### src/rtl/pm_sci_pkg.sv
package pm_sci_pkg;

  localparam int STS_TMR = 0;
  localparam int STS_GBL = 5;
  localparam int STS_PWR = 8;
  localparam int STS_RTC = 10;

  localparam logic [15:0] EVT_MASK = (16'h1 << STS_TMR) | (16'h1 << STS_GBL) |
                                     (16'h1 << STS_PWR) | (16'h1 << STS_RTC);

  localparam logic [5:0] OFS_STS    = 6'h00;
  localparam logic [5:0] OFS_EN     = 6'h02;
  localparam logic [5:0] OFS_TMR_LO = 6'h08;
  localparam logic [5:0] OFS_TMR_HI = 6'h0A;

  typedef enum logic [2:0] {
    SEL_NONE,
    SEL_STS,
    SEL_EN,
    SEL_TLO,
    SEL_THI
  } reg_sel_e;

  function automatic reg_sel_e decode_ofs(input logic [5:0] ofs);
    case (ofs)
      OFS_STS:    return SEL_STS;
      OFS_EN:     return SEL_EN;
      OFS_TMR_LO: return SEL_TLO;
      OFS_TMR_HI: return SEL_THI;
      default:    return SEL_NONE;
    endcase
  endfunction

endpackage

### src/rtl/pm_cfg_regs.sv
module pm_cfg_regs #(
  parameter int CFG_AW = 8,
  parameter logic [CFG_AW-1:0] BASE_OFS = 8'h40,
  parameter logic [CFG_AW-1:0] EN_OFS = 8'h80,
  parameter int IO_AW = 16,
  parameter int WIN_AW = 6
) (
  input  logic              clk,
  input  logic              rst_n,
  input  logic              cfg_we,
  input  logic [CFG_AW-1:0] cfg_addr,
  input  logic [7:0]        cfg_wdata,
  output logic [IO_AW-1:0]  win_base_o,
  output logic              win_en_o
);

  localparam int NBYTES = (IO_AW + 7) / 8;
  localparam logic [IO_AW-1:0] LOW_MASK = IO_AW'((1 << WIN_AW) - 1);

  logic [NBYTES*8-1:0] base_q;
  logic                en_q;

  for (genvar b = 0; b < NBYTES; b++) begin : g_base_byte
    always_ff @(posedge clk) begin
      if (!rst_n) begin
        base_q[8*b +: 8] <= '0;
      end else if (cfg_we && (cfg_addr == (BASE_OFS + CFG_AW'(b)))) begin
        base_q[8*b +: 8] <= cfg_wdata;
      end
    end
  end

  always_ff @(posedge clk) begin
    if (!rst_n) begin
      en_q <= 1'b0;
    end else if (cfg_we && (cfg_addr == EN_OFS)) begin
      en_q <= cfg_wdata[0];
    end
  end

  assign win_base_o = base_q[IO_AW-1:0] & ~LOW_MASK;
  assign win_en_o   = en_q;


  base_aligned_chk: assert property (@(posedge clk) disable iff (!rst_n)
    (win_base_o & LOW_MASK) == '0);


  enable_hold_chk: assert property (@(posedge clk) disable iff (!rst_n)
    !(cfg_we && (cfg_addr == EN_OFS)) |=> $stable(win_en_o));

endmodule

### src/rtl/pm_timer.sv
module pm_timer #(
  parameter int TMR_W = 24
) (
  input  logic             clk,
  input  logic             rst_n,
  output logic [TMR_W-1:0] cnt_o,
  output logic             msb_flip_o
);

  logic [TMR_W-1:0] cnt_q;

  always_ff @(posedge clk) begin
    if (!rst_n) cnt_q <= '0;
    else        cnt_q <= cnt_q + 1'b1;
  end

  assign cnt_o      = cnt_q;
  assign msb_flip_o = &cnt_q[TMR_W-2:0];


  tmr_step_chk: assert property (@(posedge clk) disable iff (!rst_n)
    rst_n |=> (cnt_q == $past(cnt_q) + 1'b1));

endmodule

### src/rtl/pm_evt_regs.sv
module pm_evt_regs
  import pm_sci_pkg::*;
(
  input  logic        clk,
  input  logic        rst_n,
  input  logic [15:0] set_vec,
  input  logic [15:0] clr_vec,
  input  logic        en_we,
  input  logic [15:0] en_wdata,
  output logic [15:0] sts_o,
  output logic [15:0] en_o,
  output logic        sci_o
);

  logic [15:0] sts_q;
  logic [15:0] en_q;

  always_ff @(posedge clk) begin
    if (!rst_n) begin
      sts_q <= '0;
    end else begin
      sts_q <= ((sts_q & ~clr_vec) | set_vec) & EVT_MASK;
    end
  end

  always_ff @(posedge clk) begin
    if (!rst_n) begin
      en_q <= '0;
    end else if (en_we) begin
      en_q <= en_wdata & EVT_MASK;
    end
  end

  assign sts_o = sts_q;
  assign en_o  = en_q;
  assign sci_o = |(sts_q & en_q);


  set_wins_chk: assert property (@(posedge clk) disable iff (!rst_n)
    (|set_vec) |=> ((sts_q & $past(set_vec & EVT_MASK)) == $past(set_vec & EVT_MASK)));


  w1c_chk: assert property (@(posedge clk) disable iff (!rst_n)
    (|(clr_vec & ~set_vec)) |=> ((sts_q & $past(clr_vec & ~set_vec)) == '0));


  sci_needs_en_chk: assert property (@(posedge clk) disable iff (!rst_n)
    (en_q == '0) |-> !sci_o);

endmodule

### src/rtl/pm_sci_gen.sv
module pm_sci_gen
  import pm_sci_pkg::*;
#(
  parameter int TMR_W = 24,
  parameter int IO_AW = 16,
  parameter int WIN_BYTES = 64,
  parameter int CFG_AW = 8,
  parameter logic [CFG_AW-1:0] CFG_BASE_OFS = 8'h40,
  parameter logic [CFG_AW-1:0] CFG_EN_OFS = 8'h80
) (
  input  logic              clk,
  input  logic              rst_n,
  input  logic              cfg_we,
  input  logic [CFG_AW-1:0] cfg_addr,
  input  logic [7:0]        cfg_wdata,
  input  logic              io_req,
  input  logic              io_we,
  input  logic [IO_AW-1:0]  io_addr,
  input  logic [15:0]       io_wdata,
  output logic              io_rvalid,
  output logic [15:0]       io_rdata,
  input  logic              evt_glbl,
  input  logic              evt_pwrbtn,
  input  logic              evt_rtc,
  output logic              sci,
  output logic              tmr_armed,
  output logic              win_en,
  output logic [IO_AW-1:0]  win_base
);

  localparam int WIN_AW = $clog2(WIN_BYTES);

  logic [TMR_W-1:0] tmr_cnt;
  logic             tmr_flip;
  logic [15:0]      sts, en;
  logic             hit;
  reg_sel_e         sel;
  logic [15:0]      set_vec, clr_vec;
  logic             en_we;
  logic [31:0]      tmr_wide;
  logic [15:0]      rd_mux;

  pm_cfg_regs #(
    .CFG_AW(CFG_AW), .BASE_OFS(CFG_BASE_OFS), .EN_OFS(CFG_EN_OFS),
    .IO_AW(IO_AW), .WIN_AW(WIN_AW)
  ) u_cfg (
    .clk(clk), .rst_n(rst_n), .cfg_we(cfg_we), .cfg_addr(cfg_addr),
    .cfg_wdata(cfg_wdata), .win_base_o(win_base), .win_en_o(win_en)
  );

  pm_timer #(.TMR_W(TMR_W)) u_tmr (
    .clk(clk), .rst_n(rst_n), .cnt_o(tmr_cnt), .msb_flip_o(tmr_flip)
  );

  assign hit = win_en && (io_addr[IO_AW-1:WIN_AW] == win_base[IO_AW-1:WIN_AW]);
  assign sel = decode_ofs(6'(io_addr[WIN_AW-1:0]));

  always_comb begin
    set_vec          = '0;
    set_vec[STS_TMR] = tmr_flip;
    set_vec[STS_GBL] = evt_glbl;
    set_vec[STS_PWR] = evt_pwrbtn;
    set_vec[STS_RTC] = evt_rtc;
  end

  assign clr_vec = (io_req && io_we && hit && (sel == SEL_STS)) ? io_wdata : '0;
  assign en_we   = io_req && io_we && hit && (sel == SEL_EN);

  pm_evt_regs u_evt (
    .clk(clk), .rst_n(rst_n), .set_vec(set_vec), .clr_vec(clr_vec),
    .en_we(en_we), .en_wdata(io_wdata), .sts_o(sts), .en_o(en), .sci_o(sci)
  );

  assign tmr_armed = en[STS_TMR] && !sts[STS_TMR];
  assign tmr_wide  = 32'(tmr_cnt);

  always_comb begin
    case (sel)
      SEL_STS: rd_mux = sts;
      SEL_EN:  rd_mux = en;
      SEL_TLO: rd_mux = tmr_wide[15:0];
      SEL_THI: rd_mux = tmr_wide[31:16];
      default: rd_mux = '0;
    endcase
  end

  always_ff @(posedge clk) begin
    if (!rst_n) begin
      io_rvalid <= 1'b0;
      io_rdata  <= '0;
    end else begin
      io_rvalid <= io_req && !io_we && hit;
      if (io_req && !io_we && hit) io_rdata <= rd_mux;
    end
  end


  miss_silent_chk: assert property (@(posedge clk) disable iff (!rst_n)
    (io_req && !hit) |=> !io_rvalid);


  read_resp_chk: assert property (@(posedge clk) disable iff (!rst_n)
    (io_req && !io_we && hit) |=> io_rvalid);


  msb_event_chk: assert property (@(posedge clk) disable iff (!rst_n)
    (tmr_cnt[TMR_W-1] != $past(tmr_cnt[TMR_W-1])) |-> sts[STS_TMR]);


  armed_chk: assert property (@(posedge clk) disable iff (!rst_n)
    tmr_armed |-> !sts[STS_TMR]);

endmodule

### config.mk
export PLATFORM = sky130hd
export DESIGN_NAME = pm_sci_gen
export DESIGN_NICKNAME = d
export VERILOG_FILES = /design/src/rtl/pm_sci_pkg.sv /design/src/rtl/pm_cfg_regs.sv /design/src/rtl/pm_timer.sv /design/src/rtl/pm_evt_regs.sv /design/src/rtl/pm_sci_gen.sv
export SDC_FILE = /design/constraint.sdc
export NUM_CORES = 1
export LEC_CHECK = 0
export BUFFER_PORTS_ARGS = -buffer_cell sky130_fd_sc_hd__buf_4
export CAP_MARGIN = 20
export CORE_ASPECT_RATIO = 0.8
export CORE_UTILIZATION = 45
export CTS_BUF_LIST = sky130_fd_sc_hd__clkbuf_16
export CTS_CLUSTER_SIZE = 30
export DETAILED_ROUTE_END_ITERATION = 10
export PLACE_DENSITY = 0.7
export REMOVE_ABC_BUFFERS = 1
export SLEW_MARGIN = 20
export SYNTH_ARGS = -nofsm -noshare
export SYNTH_HDL_FRONTEND = slang
export SYNTH_SLANG_ARGS = --single-unit
### constraint.sdc
create_clock -name clk -period 3 [get_ports clk]
set_input_delay 0.3 -clock clk [delete_from_list [all_inputs] [get_ports clk]]
set_output_delay 0.3 -clock clk [all_outputs]
set_load 0.01 [all_outputs]
; Word level (Yosys, flattened, before mapping)
; Cells that the tools add are included.
[totals]
register_bits = 66
inputBits = 56
out_inout_bits = 36
wordCells = 43
[classes]
n_addsub = 1
eq_ne = 11
muxes = 3
bitwise = 4
reduce_logical = 16
[ops]
columns = operator, count
row1 = 16-bit case mux with 4 select lines, 1
row2 = "24-bit by 1-bit adder with 24-bit output, second input constant", 1
row3 = 23-bit AND reduction, 1
row4 = 11-bit bitwise AND, 2
row5 = "8-bit by 7-bit == test with 1-bit output, second input constant", 2
row6 = 16-bit OR reduction, 1
row7 = "6-bit by 4-bit == test with 1-bit output, second input constant", 2
row8 = 3-bit case mux with 4 select lines, 1
row9 = 1-bit logical AND, 11
row10 = 11-bit two-way mux, 1
row11 = 11-bit inverter, 1
row12 = 11-bit OR, 1
row13 = 10-bit == test, 1
row14 = "8-bit == test, second input constant", 1
row15 = "3-bit by 2-bit == test with 1-bit output, second input constant", 2
row16 = "6-bit by 2-bit == test with 1-bit output, second input constant", 1
row17 = 6-bit logical NOT, 1
row18 = "3-bit by 1-bit == test with 1-bit output, second input constant", 1
row19 = "3-bit == test, second input constant", 1
row20 = 1-bit logical NOT, 2

; Logic depth before layout (Yosys ltp)
[logic_depth]
word_depth = 8
ltp_mapped = 5
mapped_depth_nobuf = 5

; By module
; From an unflattened synthesis, not the netlist that was laid out.
[unflattened]
hier_cells = 390
hier_area_um2 = 3568.4
[modules_own_cells]
columns = mod, n_inst, cells_per_inst, area_each_um2, seq_area_each_um2
row1 = pm_sci_gen, 1, 152, 1416.4, 340.3
row2 = pm_timer, 1, 128, 1116.1, 480.5
row3 = pm_cfg_regs, 1, 57, 541.8, 220.2
row4 = pm_evt_regs, 1, 53, 494.2, 160.2

; Worst setup path after synthesis
; Ideal clock, no wire load.
[synth_timing]
path_kind = register to register
start = reg u_cfg.base_q[13], in the netlist u_cfg.win_base_o[13]
end = reg io_rdata[10]
setup_time_ps = 72
t_arrival_ps = 2005
t_required_ps = 2928
setup_slack_ps = 924
stages_incl_launch_ff = 6
path_buffers = 1
synth_period_minus_slack_ps = 2076
cell_sequence = dfxtp_1 > xor2_1 > or4_4 > nor4_4 > buf_6 > mux2i_1
[synth_via]
elab_chain_cells = 3
[synth_rtl]
columns = element, line_no
row1 = from (decl), pm_cfg_regs.sv:20  ; logic [NBYTES*8-1:0] base_q;
row2 = "from (signal, indexed assignment)", pm_cfg_regs.sv:28  ; base_q[8*b +: 8] <= cfg_wdata;
row3 = 10-bit == test, pm_sci_gen.sv:55  ; assign hit = win_en && (io_addr[IO_AW-1:WIN_AW] == win_base[IO_AW-1:WIN_AW]);
row4 = 1-bit logical AND, pm_sci_gen.sv:55
row5 = 1-bit logical AND, pm_sci_gen.sv:93  ; if (io_req && !io_we && hit) io_rdata <= rd_mux;
row6 = to (signal assigned), pm_sci_gen.sv:93
row7 = to (decl), pm_sci_gen.sv:21  ; output logic [15:0] io_rdata,
; No other way between the ends.
; A chain may end at the register's enable or synchronous reset.

; Worst setup path after layout
[layout_timing]
start = reg u_tmr.cnt_q[4], in the netlist u_tmr.cnt_o[4]
end = reg u_tmr.cnt_q[20], in the netlist u_tmr.cnt_o[20]
[layout_via]
elab_chain_cells = 1
[layout_rtl]
columns = element, line_no
row1 = from (decl), pm_timer.sv:10  ; logic [TMR_W-1:0] cnt_q;
row2 = from (signal assigned), pm_timer.sv:14  ; else cnt_q <= cnt_q + 1'b1;
row3 = 24-bit by 1-bit adder with 24-bit output, pm_timer.sv:14
; No other way between the ends.

==> results.json <==
{
  "crit_type": "flip-flop to flip-flop",
  "leakagePower_nw": 1.58,
  "start_util_pct": 48.2,
  "max_freq_ghz": 0.499,
  "cts_max_level": 3,
  "finalHoldViolCount": 0,
  "num_antenna_cells": 0,
  "hold_class": "input pin to flip-flop",
  "synth_top_cells_by_count": "dfxtp_1, nand2_1, mux2i_1",
  "ctsResizeCount": 0,
  "min_period_ns": 2.00,
  "p_comb_share_pct": 5.5,
  "ys.flop_type": "dfxtp_1",
  "finalCritPeriodShare_pct": 66.8,
  "ant_nets": 0,
  "drive_gt1_share_pct": 24.6,
  "grtUsageTotal_pct": 21.0,
  "die_area_um2": 6860,
  "p_int_w": 0.00148,
  "switching_share_pct": 20.7,
  "skew_ns": 0.00574,
  "syn_avg_cell_area_um2": 9.07,
  "root_buffer": "clkbuf_16",
  "clk_latency_ns": 0.32,
  "min_delay_path_depth": 2,
  "rr_endpoint": "u_tmr.cnt_o[20]",
  "grt_pass1_vias": 2239,
  "antenna_found_initial": 0,
  "critPathBufInv": 0,
  "tightest_slew_ns": 1.01,
  "drt_iter0_drc": 157,
  "async_flop_share_pct": 0,
  "dpl.hpwl_um": 4790,
  "syn_to_final_growth_pct": 29.0,
  "drc_errors": 0,
  "critical_path.top_delay_family": "simple AND/OR/NAND/NOR gates",
  "nets": 454,
  "rsz0062_at_grt": "false",
  "die_y_um": 74.3,
  "gp_congestion": 0.804,
  "finalSetupViolations": 0,
  "syn-instance-count": 324,
  "synth_top_area_share_pct": 40.9,
  "yosys-top-cells-area": "dfxtp_1, mux2i_1, nand2_1",
  "ir_drop_v": 0.000310,
  "synth.most_common_cell": "dfxtp_1",
  "postLayoutSetupSlackWorst_ns": 0.997,
  "routed_wl_um": 6760,
  "max_slew_margin_pct": 32.6,
  "cts_buffer_depth": 2,
  "grt_pass1_wl_um": 11000,
  "min_to": "u_evt.sts_o[10]",
  "synth-seq-cells": 60,
  "critPathMaxStageDelay_ns": 0.68,
  "numPortBuffers": 73,
  "p_per_area_nw_per_um2": 494,
  "hold_buffers": 0,
  "end_kind": "flip-flop",
  "clock_sinks": 60,
  "cp_cell_sequence": "nand4_1, or4_1, or3_1, a21oi_1",
  "cts_tree": "done",
  "seq_power_share_pct": 43.5,
  "synth-edff-count": 0,
  "yosysSeqAreaShare_pct": 40.9,
  "via_per_inst": 5.39,
  "place_ws_ns": 0.873,
  "vias": 2605,
  "setup_tns_ns": 0,
  "drt-pass1-iter-count": 5,
  "regToRegSetupSlack_ns": 1.0,
  "cts_made_buffers": 9,
  "r2r_start": "u_tmr.cnt_o[4]",
  "clkTransAtPathRegs_ns": 0.05,
  "reg2reg_depth": 4,
  "cp-start-kind": "flip-flop",
  "critPathSlowestCell": "or4_1",
  "post_cts_buffers": 0,
  "netlist_area_um2": 2940,
  "arrival_ns": 2.24,
  "fin_total_pwr_w": 0.00187,
  "ys_warn_count": 0,
  "cp_max_fo": 7,
  "wl_per_cell_um": 14.0,
  "grt_max_degree": 38,
  "status": "completed",
  "core_um2": 6100,
  "clkPwrFrac_pct": 51.0,
  "p_switching_w": 0.000388,
  "drv_slew": 0,
  "grt-ovfl-total": 0,
  "die_w_um": 92.3,
  "cap_violations": 0,
  "crit_required_ns": 3.23,
  "ios": 92,
  "hold_start": "io_wdata[10]",
  "ys_types": 42,
  "floorplan.rows": 25,
  "yosysTopAreaCell": "dfxtp_1"
}
[cells in the final DEF, fill, tap and decap left out, drive strengths merged, types with 8 or more instances in the layout]
cell and n:
buf 76, nor2 25, mux2i 35, inv 12, dfxtp 60, nand4 11, o21ai 11, xor2 8
xnor2 14, nand2 49, nand3 12, clkbuf 9, nor4 8, a21oi 8
[metrics by stage]
step           cells  instance area (um^2)  hold WS (ns)  utilization (%)
6_report         483                  3790         0.165             62.1
5_1_grt          483                  3790         0.156             62.1
4_1_cts          483                  3790         0.159             62.1
3_5_place_dp     467                  3510         0.450             57.6
3_3_place_gp     467                  3510         0.442             57.6
2_1_floorplan    310                  2840         0.400                -
[power groups by stage]
stage               logic (W)  clock network [W]  registers (W)
CTS                  0.000104           0.000974       0.000814
detailed placement   0.000103                  0       0.000830
global route         0.000113            0.00102       0.000814
global placement     0.000101                  0       0.000830
finish               0.000103           0.000955       0.000814
floorplan           0.0000372                  0       0.000826
[worst reg2reg max path: stages (launching register included)]
cell	delay, ns
dfxtp_1	0.44
nand4_1	0.30
or4_1	0.68
or3_1	0.33
a21oi_1	0.15
[layout make-up]
type | count | area (um^2)
clock buffer | 9 | 225
fill | 536 | 2310
tap | 81 | 101
clock inverter | 7 | 53.8
sequential | 60 | 1200
timing repair buffer | 76 | 571
inverter | 7 | 26.3
multi-input combinational | 243 | 1610
[per-layer routing]
metal | vias to the layer above | part of all wire [%] | track usage, %
met2 | 97 | 46 | 33.0
met5 | - | 0 | 0
met4 | 0 | 0.90 | 6.08
li1 | 1277 | - | -
met3 | 6 | 5.6 | 7.26
met1 | 1225 | 48 | 27.5
[flip-flops by register name (all words and copies together), names as in the netlist]
signal / flops
u_cfg.win_base_o: 10
u_cfg.win_en_o: 1
u_tmr.cnt_o: 24
io_rdata: 16
io_rvalid: 1
u_evt.en_o: 4
u_evt.sts_o: 4
[how the worst max path moves through the flow]
stage,cells past startpoint,from,endpoint,slack [ns]
6_report,4,u_tmr.cnt_o[4],u_tmr.cnt_o[20],1.0
5_1_grt,5,u_cfg.win_base_o[13],io_rdata[1],0.87
2_1_floorplan,4,u_cfg.win_base_o[13],io_rdata[0],0.70
3_3_place_gp,5,io_addr[2],u_evt.en_o[10],0.97
3_5_place_dp,5,io_addr[2],u_evt.en_o[5],0.87
4_1_cts,5,u_cfg.win_base_o[13],io_rdata[1],1.00
[logic make-up after synthesis]
kind of cell               Yosys count  synth area share (%)
AOI/OAI and AO/OA                   28                  5.45
buffers and inverters               26                  4.90
muxes                               43                  15.8
xor gates and xnor gates            22                  6.56
and+or+nand+nor                    143                  25.8
adders and majority gates            1                 0.426
DFF                                 60                  40.9
other                                1                 0.128
Note: power is estimated with default switching activity, not from simulation.
